$ cat config.mk
export PLATFORM = sky130hd
export DESIGN_NAME = mcopy_top
export DESIGN_NICKNAME = d
export VERILOG_FILES = /design/src/rtl/mcopy_pkg.sv /design/src/rtl/mcopy_chan_pick.sv /design/src/rtl/mcopy_loop_ctl.sv /design/src/rtl/mcopy_addr_gen.sv /design/src/rtl/mcopy_top.sv
export SDC_FILE = /design/constraint.sdc
export NUM_CORES = 1
export LEC_CHECK = 0
export BUFFER_PORTS_ARGS = -buffer_cell sky130_fd_sc_hd__buf_4
export CAP_MARGIN = 5
export CORE_MARGIN = 2
export CORE_UTILIZATION = 51
export CTS_CLUSTER_SIZE = 12
export DETAILED_ROUTE_END_ITERATION = 6
export PLACE_DENSITY = 0.79
export SKIP_CTS_REPAIR_TIMING = 1
export SLEW_MARGIN = 20
export SYNTH_ARGS = -nofsm -noshare
export SYNTH_HDL_FRONTEND = slang
export SYNTH_SLANG_ARGS = --single-unit
export TNS_END_PERCENT = 20
$ cat constraint.sdc
create_clock -name clk -period 2.9 [get_ports clk]
set_input_delay 0 -clock clk [delete_from_list [all_inputs] [get_ports clk]]
set_output_delay 0 -clock clk [all_outputs]
set_load 0.005 [all_outputs]
$ cat src/rtl/mcopy_pkg.sv
// Package: shared helpers for the sample-matrix copier.
// Assumes: column counts are given as plain integers.
package mcopy_pkg;

    typedef enum logic {
        ST_IDLE = 1'b0,
        ST_RUN  = 1'b1
    } mcopy_state_t;

    // Maps a requested column count to the number of columns really copied.
    function automatic int eff_cols(input int req, input int ncol);
        return ((req == 0) || (req > ncol)) ? ncol : req;
    endfunction

endpackage

$ cat src/rtl/mcopy_chan_pick.sv
// Module: finds the lowest set bit of a channel mask at or above a start index.
// Assumes: NCHAN is a power of two. A start index of NCHAN or more finds nothing.
module mcopy_chan_pick #(
    parameter int NCHAN = 4,
    localparam int CW = (NCHAN > 1) ? $clog2(NCHAN) : 1
) (
    input  logic [NCHAN-1:0] mask,
    input  logic [CW:0]      from,
    output logic             found,
    output logic [CW-1:0]    idx
);

    // Priority search, scanning downward so the lowest qualifying index wins.
    always_comb begin
        found = 1'b0;
        idx   = '0;
        for (int i = NCHAN - 1; i >= 0; i--) begin
            if (mask[i] && ((CW+1)'(i) >= from)) begin
                found = 1'b1;
                idx   = CW'(i);
            end
        end
    end

endmodule

$ cat src/rtl/mcopy_loop_ctl.sv
// Module: column and channel loops of the copier, plus the done pulse.
// Assumes: one RAM write per cycle while busy. Settings are latched on a
// start that is taken. A start while running is ignored.
module mcopy_loop_ctl #(
    parameter int NCHAN = 4,
    parameter int NCOL  = 128,
    localparam int CW   = (NCHAN > 1) ? $clog2(NCHAN) : 1,
    localparam int COLW = $clog2(NCOL),
    localparam int CCW  = $clog2(NCOL) + 1
) (
    input  logic             clk,
    input  logic             rst_n,
    input  logic             start,
    input  logic [CCW-1:0]   col_count,
    input  logic [NCHAN-1:0] chan_mask,
    input  logic             sync_en,
    output logic             busy,
    output logic             done,
    output logic             start_acc,
    output logic [COLW-1:0]  col,
    output logic [CW-1:0]    chan,
    output logic             sync_en_q
);
    import mcopy_pkg::*;

    mcopy_state_t     state;
    logic [NCHAN-1:0] mask_q;
    logic [CCW-1:0]   cols_q;
    logic [CW-1:0]    first_q;
    logic             first_found, next_found;
    logic [CW-1:0]    first_idx, next_idx;
    logic [CW:0]      next_from;
    logic             last_col;

    // Lowest enabled channel of the incoming mask, used when a start is taken.
    mcopy_chan_pick #(.NCHAN(NCHAN)) u_first (
        .mask  (chan_mask),
        .from  ('0),
        .found (first_found),
        .idx   (first_idx)
    );

    // Next enabled channel above the current one, within the latched mask.
    mcopy_chan_pick #(.NCHAN(NCHAN)) u_next (
        .mask  (mask_q),
        .from  (next_from),
        .found (next_found),
        .idx   (next_idx)
    );

    // Search start index and last-column detect.
    always_comb begin
        next_from = {1'b0, chan} + 1'b1;
        last_col  = ({1'b0, col} == (cols_q - 1'b1));
        busy      = (state == ST_RUN);
        start_acc = (state == ST_IDLE) && start && first_found;
    end

    // Main sequencer: start acceptance, channel stepping, column stepping, done.
    always_ff @(posedge clk) begin
        if (!rst_n) begin
            state     <= ST_IDLE;
            done      <= 1'b0;
            col       <= '0;
            chan      <= '0;
            mask_q    <= '0;
            cols_q    <= '0;
            first_q   <= '0;
            sync_en_q <= 1'b0;
        end else begin
            done <= 1'b0;
            if (state == ST_IDLE) begin
                if (start) begin
                    if (first_found) begin
                        state     <= ST_RUN;
                        col       <= '0;
                        chan      <= first_idx;
                        first_q   <= first_idx;
                        mask_q    <= chan_mask;
                        cols_q    <= CCW'(eff_cols(int'(col_count), NCOL));
                        sync_en_q <= sync_en;
                    end else begin
                        done <= 1'b1;
                    end
                end
            end else begin
                if (next_found) begin
                    chan <= next_idx;
                end else if (last_col) begin
                    state <= ST_IDLE;
                    done  <= 1'b1;
                end else begin
                    col  <= col + 1'b1;
                    chan <= first_q;
                end
            end
        end
    end


    mask_en_chk: assert property (@(posedge clk) disable iff (!rst_n)
        busy |-> mask_q[chan]);


    col_bound_chk: assert property (@(posedge clk) disable iff (!rst_n)
        busy |-> ({1'b0, col} < cols_q));


    col_step_chk: assert property (@(posedge clk) disable iff (!rst_n)
        (busy && $past(busy) && (col != $past(col))) |-> (col == $past(col) + 1'b1));


    done_end_chk: assert property (@(posedge clk) disable iff (!rst_n)
        $fell(busy) |-> done);


    done_idle_chk: assert property (@(posedge clk) disable iff (!rst_n)
        done |-> !busy);

endmodule

$ cat src/rtl/mcopy_addr_gen.sv
// Module: RAM write address counter for the copier.
// Assumes: it is cleared on every start that is taken, and it advances once
// per busy cycle, since every busy cycle is a write.
module mcopy_addr_gen #(
    parameter int AW = 16
) (
    input  logic          clk,
    input  logic          rst_n,
    input  logic          clear,
    input  logic          step,
    output logic [AW-1:0] addr
);

    // Clear to zero at start, count up on each write.
    always_ff @(posedge clk) begin
        if (!rst_n) begin
            addr <= '0;
        end else if (clear) begin
            addr <= '0;
        end else if (step) begin
            addr <= addr + 1'b1;
        end
    end


    addr_step_chk: assert property (@(posedge clk) disable iff (!rst_n)
        (step && $past(step)) |-> (addr == $past(addr) + 1'b1));

endmodule

$ cat src/rtl/mcopy_top.sv
// Module: top of the masked sample-matrix to RAM copier.
// Assumes: the matrix returns mat_data in the same cycle as mat_col/mat_chan,
// and the RAM accepts one write per cycle without back-pressure.
module mcopy_top #(
    parameter int NCHAN = 4,
    parameter int NCOL  = 128,
    parameter int DW    = 13,
    parameter int AW    = 16,
    parameter int RW    = 16,
    localparam int CW   = (NCHAN > 1) ? $clog2(NCHAN) : 1,
    localparam int COLW = $clog2(NCOL),
    localparam int CCW  = $clog2(NCOL) + 1
) (
    input  logic             clk,
    input  logic             rst_n,
    input  logic             start,
    input  logic [CCW-1:0]   col_count,
    input  logic [NCHAN-1:0] chan_mask,
    input  logic             sync_en,
    output logic [COLW-1:0]  mat_col,
    output logic [CW-1:0]    mat_chan,
    input  logic [DW-1:0]    mat_data,
    output logic             ram_we,
    output logic [AW-1:0]    ram_addr,
    output logic [RW-1:0]    ram_wdata,
    output logic             busy,
    output logic             done,
    output logic             sync_out
);

    logic            start_acc;
    logic            sync_en_q;
    logic [COLW-1:0] col;
    logic [CW-1:0]   chan;
    logic [AW-1:0]   addr;

    // Loop sequencer.
    mcopy_loop_ctl #(.NCHAN(NCHAN), .NCOL(NCOL)) u_ctl (
        .clk       (clk),
        .rst_n     (rst_n),
        .start     (start),
        .col_count (col_count),
        .chan_mask (chan_mask),
        .sync_en   (sync_en),
        .busy      (busy),
        .done      (done),
        .start_acc (start_acc),
        .col       (col),
        .chan      (chan),
        .sync_en_q (sync_en_q)
    );

    // Write address counter.
    mcopy_addr_gen #(.AW(AW)) u_addr (
        .clk   (clk),
        .rst_n (rst_n),
        .clear (start_acc),
        .step  (busy),
        .addr  (addr)
    );

    // Matrix read address, RAM write port and start-of-matrix sync.
    always_comb begin
        mat_col   = col;
        mat_chan  = chan;
        ram_we    = busy;
        ram_addr  = addr;
        ram_wdata = {{(RW-DW){1'b0}}, mat_data};
        sync_out  = sync_en_q && busy && (col == '0) && (addr == '0);
    end


    sync_first_chk: assert property (@(posedge clk) disable iff (!rst_n)
        sync_out |=> !sync_out);


    idle_quiet_chk: assert property (@(posedge clk) disable iff (!rst_n)
        !busy |-> (!ram_we && !sync_out));

endmodule

==> flow_summary_export.csv <==
group,metric,value,unit
outcome,outcome,"finished, violations left",
outcome,violations,"hold timing",
clocking,clkTransAtPathRegs,70,ps
clocking,clockRootBuffer,"clkbuf_8",
die,initial_utilization,54.14,%
layout,fill_cells,397,
job,maxCapViolCount,0,
timing,grt_setup_unrepaired,"false",
timing,hold_violations,3,
grt,grt-ovfl-total,0,
placement,dp.cells,373,
clocking,cts_max_level,2,
setup_path,cp_cell_sequence,"dlygate4sd3_1, buf_4, nor4_1, or3b_1, nand2_1, a311o_1, nand2_1",
grt,antenna_found_initial,0,
synth,synth_area_per_cell,7.967,um2
min_path,hp-class,"input port to flop",
synth,synth_top_area_share,34.11,%
synth,syn_inst,302,
timing,max_slew.worst_pin.slew,700.9,ps
pwr,ir_drop,0.0002789,V
drt,via_count,2160,
timing,period_minus_slack,2412,ps
clocking,clock_sinks,41,
setup_path,path_common_cell,"nand2_1",
min_path,min-delay-start,"start",
synth,synth.distinct_cells,54,
layout,fin_nets,370,
setup_path,r2r_end,"u_ctl.col[2]$_SDFFE_PN0P_",
drt,wl,5.290,mm
timing,setup_viol,0,
timing,finalSetupTns,0,ps
timing,setup_ws,488.0,ps
synth,synth_flop_cell,"dfxtp_1",
setup_path,critical-path-top-delay-family,"simple AND/OR/NAND/NOR gates",
clocking,clock_latency,300,ps
synth,yosys.area.top_type,"dfxtp_1",
setup_path,cp-start-kind,"input port",
layout,area_growth_syn_to_layout,16.59,%
timing,slew_headroom,53.16,%
pwr,power_density,409.6,nW/um2
synth,synth_most_common_cell,"dfxtp_1",
timing,clock.fmax,0.4146,GHz
synth,syn_area,2406,um2
die,pin_count,74,
layout,multi_input_area,1351,um2
clocking,cts_buffer_depth,2,
layout,regArea,820.8,um2
setup_path,cp.buffers_inverters,2,
drt,route.detailed.drc,0,
synth,synth_seq_cells,41,
setup_path,worstPathRequired,3140,ps
synth,seq_area_frac_synth,34.11,%
pwr,power_leakage,1.135,nW
setup_path,critPathMaxStageDelay,540,ps
layout,stdcell_count,389,
synth,synth_warnings,0,
layout,antenna_cells,0,
die,die_h,72.69,um
grt,grt_use_total,20.83,%
clocking,cts_tree,"built",
placement,placed_area,2643,um2
die,coreArea,4444,um2
die,rows,24,
grt,grt_pass1_vias,1894,
setup_path,critPathSlowestCell,"dlygate4sd3_1",
drt,ant_nets,0,
clocking,numCtsBuffers,5,
synth,synth_edf_count,0,
placement,dp_hpwl,3.773,mm
setup_path,r2r_slack,630,ps
drt,first_pass_iters,4,
placement,dp_slack,628.7,ps
setup_path,end_kind,"flop",
synth,async_flop_share,0,%
setup_path,crit_fanout,21,
layout,final_layout_size_suffix_gt1_share,19.58,%
grt,grt_pass1_wl,8.721,mm
timing,post-route-period-util,83.17,%
die,die_w,72.69,um
synth,synthTopCellsByArea,"dfxtp_1 34%, nand2_1 5.9%, buf_4 5.3%",
placement,io_buffers,44,
placement,gp_congestion,0.7987,
layout,postLayoutCellArea,2805,um2
timing,slew_viol_final,0,
synth,synth_common_cells,"41 x dfxtp_1, 38 x nand2_1, 28 x nor2_1",
setup_path,ff2ff_path_depth,8,
drt,drtIter0Drc,123,
setup_path,timing.rr.start,"u_ctl.cols_q[0]$_SDFFE_PN0P_",
min_path,hold-path-endpoint,"u_ctl.first_q[1]$_SDFFE_PN0P_",
timing,skew,7.513,ps
timing,holdWs,-27.92,ps
setup_path,cp.arrival,2650,ps
drt,vias_per_cell,5.553,
drt,wire_per_inst,13.60,um
setup_path,path_class,"input port to flop",
die,dieArea,5283,um2
min_path,min_delay_path_depth,3,
grt,grt_start_max_net_pins,22,
==> metal layers <==
| layer | up-vias | part of all wire (%) | track usage (%) |
|---|---|---|---|
| met1 | 1006 | 46 | 28.37 |
| met3 | 6 | 4.7 | 4.558 |
| met5 | - | 0 | 0 |
| li1 | 1098 | - | - |
| met2 | 50 | 48 | 32.53 |
| met4 | 0 | 1.4 | 7.407 |
==> state kept, by name, indices dropped and copies added, names as in the netlist <==
name	flops
u_ctl.cols_q	8
u_ctl.busy	1
u_ctl.sync_en_q	1
u_ctl.chan	2
u_ctl.done	1
u_addr.addr	16
u_ctl.mask_q	3
u_ctl.first_q	2
u_ctl.col	7
==> cell type report <==
cell class,instances,share of cell area [%]
well taps,52,2.319
flip-flops and latches,41,29.26
clock buffers,6,2.587
clock inverters,2,0.3568
repair buffers,55,15.43
inverters,14,1.873
multi-input cells,219,48.17
==> report_power, final <==
part	switching (mW)	internal, mW
sequential	0.0234	0.579
clock	0.195	0.167
combinational	0.0978	0.0870
==> layout by cell type (no fill, tap or decap), types with 7 or more instances in the layout <==
master / synthesis / routed
nand3_1: 19 / 19
nor2_1: 28 / 28
nand4_1: 10 / 10
dfxtp_1: 41 / 41
xor2_1: 13 / 13
inv_1: 13 / 13
dlygate4sd3_1: 0 / 8
nand2_1: 38 / 38
nand3b_1: 8 / 8
buf_4: 17 / 47
a21oi_1: 19 / 19
nor3_1: 7 / 7
xnor2_1: 7 / 7
==> worst max-delay path by stage <==
| stage | start | end | cells after the start | slack (ps) |
|---|---|---|---|---|
| floorplan | u_ctl.cols_q[0]$_SDFFE_PN0P_ | u_ctl.done$_SDFF_PN0_ | 9 | 890 |
| global placement | u_ctl.cols_q[0]$_SDFFE_PN0P_ | u_ctl.col[2]$_SDFFE_PN0P_ | 8 | 700 |
| detailed placement | u_ctl.cols_q[0]$_SDFFE_PN0P_ | u_ctl.col[2]$_SDFFE_PN0P_ | 8 | 630 |
| CTS | u_ctl.cols_q[0]$_SDFFE_PN0P_ | u_ctl.col[2]$_SDFFE_PN0P_ | 8 | 610 |
| global route | chan_mask[3] | u_ctl.col[3]$_SDFFE_PN0P_ | 7 | 150 |
| finish | chan_mask[2] | u_ctl.col[3]$_SDFFE_PN0P_ | 7 | 490 |
==> stage by stage <==
stage	util [%]	total power, mW	hold WS (ps)
finish	63.12	1.149	-27.92
global route	63.12	1.207	0.008163
CTS	61.32	1.149	-47.79
detailed placement	59.46	0.7907	0.03458
global placement	59.46	0.7894	0.03458
floorplan	-	0.7488	80.82
==> cells by family (layout without fill, tap and decap cells) <==
family	Yosys count	after routing	share of synthesized area [%]
multiplexers	4	4	1.664
buffers and inverters	44	77	10.04
adder cells (fa/ha/maj)	5	5	2.600
XOR/XNOR	20	20	7.280
AND/OR/NAND/NOR	140	140	30.47
flip-flops	41	41	34.11
AO/OA/AOI/OAI	47	47	13.68
other	1	3	0.1559
==> tightest hold or removal path, delay by kind of cell <==
family / cells / cell delay, ps
and+or+nand+nor: 1 / 80
buffers and inverters: 1 / 100
AOI/OAI and AO/OA: 1 / 60
No activity file was read; power rests on OpenSTA's default activity.
